==> src/rtl/rtc_upd_pkg.sv <==
package rtc_upd_pkg;

  typedef enum logic [1:0] {
    PH_IDLE = 2'd0,
    PH_LEAD = 2'd1,
    PH_XFER = 2'd2
  } upd_phase_e;

  function automatic int unsigned max_u(input int unsigned a, input int unsigned b);
    return (a > b) ? a : b;
  endfunction

endpackage

==> src/rtl/rtc_alarm_cmp.sv <==
module rtc_alarm_cmp #(
  parameter int unsigned DATA_W   = 8,
  parameter int unsigned N_FIELDS = 3
) (
  input  logic [N_FIELDS*DATA_W-1:0] cur_i,
  input  logic [N_FIELDS*DATA_W-1:0] alm_i,
  output logic                       match_o
);

  logic [N_FIELDS-1:0] fld_hit;

  // Each field hits on equality or on a wildcard alarm byte (top two bits set).
  for (genvar g = 0; g < N_FIELDS; g++) begin : g_fld
    logic [DATA_W-1:0] cur_b;
    logic [DATA_W-1:0] alm_b;
    assign cur_b      = cur_i[g*DATA_W +: DATA_W];
    assign alm_b      = alm_i[g*DATA_W +: DATA_W];
    assign fld_hit[g] = (alm_b == cur_b) || (alm_b[DATA_W-1 -: 2] == 2'b11);
  end

  assign match_o = &fld_hit;

endmodule

==> src/rtl/rtc_start_ctl.sv <==
module rtc_start_ctl #(
  parameter int unsigned HALF_CYC = 500000,
  localparam int unsigned HW      = $clog2(HALF_CYC + 1)
) (
  input  logic clk,
  input  logic rst_n,
  input  logic div_run_i,
  input  logic set_i,
  input  logic tick_i,
  output logic start_o
);

  logic          div_q,   div_d;
  logic          wait_q,  wait_d;
  logic          armed_q, armed_d;
  logic [HW-1:0] hcnt_q,  hcnt_d;
  logic          fire;

  always_comb begin
    div_d   = div_run_i;
    wait_d  = wait_q;
    armed_d = armed_q;
    hcnt_d  = hcnt_q;
    fire    = 1'b0;
    if (!div_run_i) begin
      wait_d  = 1'b0;
      armed_d = 1'b0;
      hcnt_d  = '0;
    end else if (!div_q) begin
      wait_d  = 1'b1;
      armed_d = 1'b0;
      hcnt_d  = '0;
    end else if (wait_q) begin
      if (hcnt_q == HW'(HALF_CYC - 1)) begin
        wait_d  = 1'b0;
        armed_d = 1'b1;
        fire    = 1'b1;
      end else begin
        hcnt_d = hcnt_q + 1'b1;
      end
    end
  end

  assign start_o = div_run_i & ~set_i & (fire | (armed_q & tick_i));

  always_ff @(posedge clk or negedge rst_n) begin
    if (!rst_n) begin
      div_q   <= 1'b0;
      wait_q  <= 1'b0;
      armed_q <= 1'b0;
      hcnt_q  <= '0;
    end else begin
      div_q   <= div_d;
      wait_q  <= wait_d;
      armed_q <= armed_d;
      hcnt_q  <= hcnt_d;
    end
  end


  start_needs_settled_div_chk: assert property (@(posedge clk) disable iff (!rst_n)
    start_o |-> $past(div_run_i));

endmodule

==> src/rtl/rtc_phase_cnt.sv <==
module rtc_phase_cnt #(
  parameter int unsigned MAX_CYC = 1984,
  localparam int unsigned PW     = $clog2(MAX_CYC + 1)
) (
  input  logic          clk,
  input  logic          rst_n,
  input  logic          clr_i,
  input  logic [PW-1:0] lim_i,
  output logic          last_o
);

  logic [PW-1:0] cnt_q, cnt_d;

  always_comb begin
    cnt_d = clr_i ? '0 : cnt_q + 1'b1;
  end

  assign last_o = (cnt_q == lim_i);

  always_ff @(posedge clk or negedge rst_n) begin
    if (!rst_n) cnt_q <= '0;
    else        cnt_q <= cnt_d;
  end


  cnt_in_range_chk: assert property (@(posedge clk) disable iff (!rst_n)
    cnt_q <= lim_i);

endmodule

==> src/rtl/rtc_update_seq.sv <==
module rtc_update_seq
  import rtc_upd_pkg::*;
#(
  parameter int unsigned DATA_W   = 8,
  parameter int unsigned LEAD_CYC = 244,
  parameter int unsigned XFER_CYC = 1984,
  parameter int unsigned HALF_CYC = 500000
) (
  input  logic              clk,
  input  logic              rst_n,
  input  logic              tick_i,
  input  logic              set_i,
  input  logic              div_run_i,
  input  logic [DATA_W-1:0] sec_i,
  input  logic [DATA_W-1:0] min_i,
  input  logic [DATA_W-1:0] hr_i,
  input  logic [DATA_W-1:0] alm_sec_i,
  input  logic [DATA_W-1:0] alm_min_i,
  input  logic [DATA_W-1:0] alm_hr_i,
  output logic              uip_o,
  output logic              upd_stb_o,
  output logic              alarm_evt_o,
  output logic              uend_evt_o
);

  localparam int unsigned N_FIELDS = 3;
  localparam int unsigned MAX_CYC  = max_u(LEAD_CYC, XFER_CYC);
  localparam int unsigned PW       = $clog2(MAX_CYC + 1);

  // Reset: asserted asynchronously, released on the clock.
  logic [1:0] rs_q;
  logic       rst_n_int;

  always_ff @(posedge clk or negedge rst_n) begin
    if (!rst_n) rs_q <= 2'b00;
    else        rs_q <= {rs_q[0], 1'b1};
  end
  assign rst_n_int = rs_q[1];

  logic start, last, match, abort, clr;
  logic [PW-1:0] lim;

  rtc_start_ctl #(.HALF_CYC(HALF_CYC)) u_start (
    .clk       (clk),
    .rst_n     (rst_n_int),
    .div_run_i (div_run_i),
    .set_i     (set_i),
    .tick_i    (tick_i),
    .start_o   (start)
  );

  rtc_alarm_cmp #(.DATA_W(DATA_W), .N_FIELDS(N_FIELDS)) u_cmp (
    .cur_i   ({hr_i, min_i, sec_i}),
    .alm_i   ({alm_hr_i, alm_min_i, alm_sec_i}),
    .match_o (match)
  );

  upd_phase_e state_q, state_d;
  logic       stb_q, stb_d;
  logic       uend_q, uend_d;
  logic       alm_q, alm_d;

  assign abort = set_i | ~div_run_i;
  assign lim   = (state_q == PH_XFER) ? PW'(XFER_CYC - 1) : PW'(LEAD_CYC - 1);

  always_comb begin
    state_d = state_q;
    stb_d   = 1'b0;
    uend_d  = 1'b0;
    alm_d   = 1'b0;
    unique case (state_q)
      PH_IDLE: if (start) state_d = PH_LEAD;
      PH_LEAD: begin
        if (abort) state_d = PH_IDLE;
        else if (last) begin
          state_d = PH_XFER;
          stb_d   = 1'b1;
        end
      end
      PH_XFER: begin
        if (abort) state_d = PH_IDLE;
        else if (last) begin
          state_d = PH_IDLE;
          uend_d  = 1'b1;
          alm_d   = match;
        end
      end
      default: state_d = PH_IDLE;
    endcase
  end

  assign clr = (state_q == PH_IDLE) | (state_d != state_q);

  rtc_phase_cnt #(.MAX_CYC(MAX_CYC)) u_cnt (
    .clk    (clk),
    .rst_n  (rst_n_int),
    .clr_i  (clr),
    .lim_i  (lim),
    .last_o (last)
  );

  always_ff @(posedge clk or negedge rst_n_int) begin
    if (!rst_n_int) begin
      state_q <= PH_IDLE;
      stb_q   <= 1'b0;
      uend_q  <= 1'b0;
      alm_q   <= 1'b0;
    end else begin
      state_q <= state_d;
      stb_q   <= stb_d;
      uend_q  <= uend_d;
      alm_q   <= alm_d;
    end
  end

  assign uip_o       = (state_q != PH_IDLE);
  assign upd_stb_o   = stb_q;
  assign uend_evt_o  = uend_q;
  assign alarm_evt_o = alm_q;


  stb_inside_uip_chk: assert property (@(posedge clk) disable iff (!rst_n_int)
    upd_stb_o |-> uip_o);


  uend_after_uip_chk: assert property (@(posedge clk) disable iff (!rst_n_int)
    uend_evt_o |-> (!uip_o && $past(uip_o)));


  alarm_with_uend_chk: assert property (@(posedge clk) disable iff (!rst_n_int)
    alarm_evt_o |-> uend_evt_o);


  set_clears_uip_chk: assert property (@(posedge clk) disable iff (!rst_n_int)
    set_i |=> !uip_o);


  divoff_clears_uip_chk: assert property (@(posedge clk) disable iff (!rst_n_int)
    !div_run_i |=> !uip_o);

endmodule

==> config.mk <==
export PLATFORM = sky130hd
export DESIGN_NAME = rtc_update_seq
export DESIGN_NICKNAME = d
export VERILOG_FILES = /design/src/rtl/rtc_upd_pkg.sv /design/src/rtl/rtc_alarm_cmp.sv /design/src/rtl/rtc_start_ctl.sv /design/src/rtl/rtc_phase_cnt.sv /design/src/rtl/rtc_update_seq.sv
export SDC_FILE = /design/constraint.sdc
export NUM_CORES = 1
export LEC_CHECK = 0
export ABC_AREA = 1
export BUFFER_PORTS_ARGS = -buffer_cell sky130_fd_sc_hd__buf_2
export CAP_MARGIN = 0
export CORE_MARGIN = 1.5
export CORE_UTILIZATION = 55
export DETAILED_ROUTE_END_ITERATION = 10
export PLACE_DENSITY = 0.78
export REMOVE_ABC_BUFFERS = 1
export SYNTH_ARGS = -nofsm -noshare
export SYNTH_HDL_FRONTEND = slang
export SYNTH_HIERARCHICAL = 1
export SYNTH_SLANG_ARGS = --single-unit
==> constraint.sdc <==
create_clock -name clk -period 1.36 [get_ports clk]
set_input_delay 0 -clock clk [delete_from_list [all_inputs] [get_ports clk]]
set_output_delay 0 -clock clk [all_outputs]
set_load 0.01 [all_outputs]
==> results by group <==
Pwr
  • Pwr/cell area: between 600 and 700 nW/um2
  • Leak Pwr: 0.00200 uW
  • Peak supply drop: between 500 and 600 uV

Worst setup path
  • Largest fanout on the critical path: 6
  • Slowest CP cell: dfrtp_1
  • Reg2reg start: u_start/hcnt_q[1]
  • Instance count on the critical path: 8
  • CP Capture Point: u_start/hcnt_q[7]
  • Ordered cell list for the critical path: ha_2, nand4_1, nor2_4, nand2_4, nand2_8, nand2_8, nand3_1, o21ai_1
  • Worst endpoint data arrival time: 1.91 ns
  • Crit. Startpoint: u_start/hcnt_q[1]
  • Number of buffers and inverters on the critical path: 0
  • Worst Setup End Kind: register
  • Max incr delay on CP: around 0.36 ns
  • Worst endpoint required time: ~1.6 ns
  • Worst-case reg-to-reg path depth: 8
  • Critical path startpoint category: register
  • Dominant cell type by count on the critical path: nand2_8
  • RR Endpoint: u_start/hcnt_q[7]
  • Largest delay share family, worst path: simple AND/OR/NAND/NOR gates
  • R2R setup slack: -0.36 ns
  • Critical Setup Path Class: reg -> reg

Drt
  • Number of DRC violations after detailed routing: 0
  • Final routed wirelength across all metal layers: approximately 8600 um
  • First drt pass iteration count: 5
  • Final routed wire length divided by cell count: ~14 um
  • Routed vias/inst: 5.26
  • Routed via count: approximately 3300
  • Iteration-0 DRC count of the detailed router: around 270
  • Antenna Violating Nets Remaining: 0

Clocking
  • Maximum clock insertion buffer count: 2
  • Clock slew seen by the registers of the worst setup and hold paths: 0.08 ns
  • Total CTS buffers: 5
  • Source-to-sink clock delay at the later pin of the worst-skew pair: 0.31 ns
  • Sink count of the clock tree: 40
  • Number of H-tree levels: 2
  • Clock tree from TritonCTS: built
  • Clock Root Buffer: clkbuf_8

Finish
  • Synthesis-to-layout area growth: 42.9%
  • Final Util: 83.3%
  • Layout cell share with drive strength beyond 1: 33.7%
  • Count of non-filler cells in the finished layout: 630
  • Most frequent cells in the layout: nand2_1, nor2_1, inv_1, buf_2, buf_4
  • Antenna cells: 0
  • Nets: 617
  • Most common cell after layout, fill and taps aside: nand2_1
  • Number of fill cells: 320

Timing
  • Number of setup violations in the final report: 37
  • Rel. slew slack: between 60% and 70%
  • Maximum clock skew at final layout: approximately 0.014 ns
  • Final period demand of the worst path: 1.72 ns
  • Setup repair after global routing missed its margin: yes
  • Achievable Freq: 582 MHz
  • Final-report max-slew violation count: 0
  • Hold Worst Slack: between 0.006 and 0.007 ns
  • Minimum setup slack in the final design: -0.358 ns
  • Transition time at the pin with the least slew margin: roughly 0.52 ns
  • Final worst-path cycle share: 126%
  • Final Hold Viols: 0

Global route
  • Maximum number of pins on one net before global-route repair: 39
  • Routing layer with the top usage in global route: met2
  • Number of global-route vias before repair: roughly 3000
  • Global-route track usage on met2: 49.7%
  • Antenna violations before repair: 0
  • Wire length of the first global-routing pass: ~13000 um
  • Routing usage on met3: 5.89%
  • Overall overflow remaining after global route: 0
  • Met1 Resource Use GR: between 30% and 40%
  • All-Layer GR Usage: 29.8%

Die
  • Standard cell core area: roughly 4800 um2
  • Number of placed I/O pins: 57
  • Die Wd: around 75 um
  • Die outline area: 5580 um2
  • Initial cell density of the core: 58.3%
  • Placement row count: 25
  • Die boundary height: 74.7 um

Logic synthesis
  • Flip-flop and latch count after synthesis: 40
  • Warnings from Yosys: 6
  • Count of distinct cell types in the synthesized netlist: 31
  • Netlist Area Pre-Place: roughly 2800 um2
  • Sequential cell area fraction in the yosys report: a little over a third
  • Synthesized instance count: around 430
  • Ys async rst share: 100%
  • Number of enable flip-flop cells after synthesis: 0
  • Post-synthesis average cell area: approximately 6.6 um2
  • Primary FF master, synth: dfrtp_1

Run status
  • Failing checks: negative setup slack
  • Status: complete, but fails checks

Placement
  • Gp weighted congestion: between 0.8 and 0.9
  • Port bufs: 56
  • Pre-CTS setup slack: -0.392 ns
  • HPWL after detailed placement: approximately 5500 um
  • Number of cells in the design after placement: roughly 600

Worst hold path
  • HP Class: in -> reg

Job
  • Number of max-cap violations: 0
## report_power, final
group	switching (uW)	internal, uW	leakage (uW)	total, uW
registers	8.17	1200	0.000550	1200
logic	195	162	0.00140	357
clock network	467	413	0.0000445	880
## cells in the mapped netlist, types with 4 or more instances
cell	instances	area (um2)
nand4_1	13	81.3
nor2_4	4	45.0
inv_1	60	225
xor2_1	10	87.6
xnor2_1	13	114
a21oi_1	9	45.0
dfrtp_1	40	1000
nand3_1	21	105
nor2_1	70	263
o21ai_0	11	55.1
o21ai_1	6	30.0
nand2_1	140	526
## area by class of cell
class	count	area (um2)	area share, %
Sequential cell	40	1000	24.8
Inverter	65	259	6.41
Clock buffer	7	86.3	2.14
Multi-Input combinational cell	327	1780	44.0
Tap cell	67	83.8	2.07
Clock inverter	1	7.51	0.186
Timing Repair Buffer	123	825	20.4
## flip-flops by register name, indices dropped and copies added, names as in the netlist
signal,flops
uend_evt_o,1
u_start/div_q,1
u_start/armed_q,1
state_q,2
upd_stb_o,1
u_start/wait_q,1
alarm_evt_o,1
u_cnt/cnt_q,11
rs_q,2
u_start/hcnt_q,19
## what timing repair did
item                                    CTS  global route
hold endpoints to repair                  3             0
hold buffers                              3             0
resized for setup                        36            39
buffers inserted                          7             5
pin swaps                                20            20
cloned                                    2             0
endpoints found under the setup margin   37            37
## tightest hold or removal path: stages
cell and delay (ns):
buf_2 0.10, nor2_1 0.07, nand2_1 0.06, nor2_1 0.04
## how the worst min path moves through the flow
| stage | start | to | slack [ns] | cells after the start |
|---|---|---|---|---|
| finish | set_i | state_q[1] | 0.007 | 4 |
| global route | set_i | state_q[0] | 0.02 | 4 |
| CTS | set_i | state_q[0] | 0.002 | 4 |
| detailed placement | rst_n | rs_q[0] | -0.21 | 1 |
| global placement | rst_n | rs_q[0] | -0.22 | 1 |
| floorplan | rst_n | rs_q[0] | -0.30 | 0 |
## stage by stage
stage	total power (uW)	cell area, um2	TNS [ns]
finish	2440	4040	-10.97
global route	2520	4040	-14.12
CTS	2400	3890	-6.82
detailed placement	1540	3590	-9.23
global placement	1520	3590	-6.54
floorplan	1380	2840	-7.84
## routing by layer
metal,part of all wire (%),vias to the layer above
li1,-,1574
met1,39,1504
met2,50,201
met3,7.9,36
met4,2.8,0
met5,0,-
## logic make-up after synthesis
group,after synthesis,synth area share (%)
other,1,0.133
buffers and inverters,68,9.34
AOI/OAI and AO/OA,33,6.68
adders and majority gates,2,0.885
and+or+nand+nor,260,40.4
DFF,40,35.4
xor gates and xnor gates,23,7.13
No activity file was read; power rests on OpenSTA's default activity.
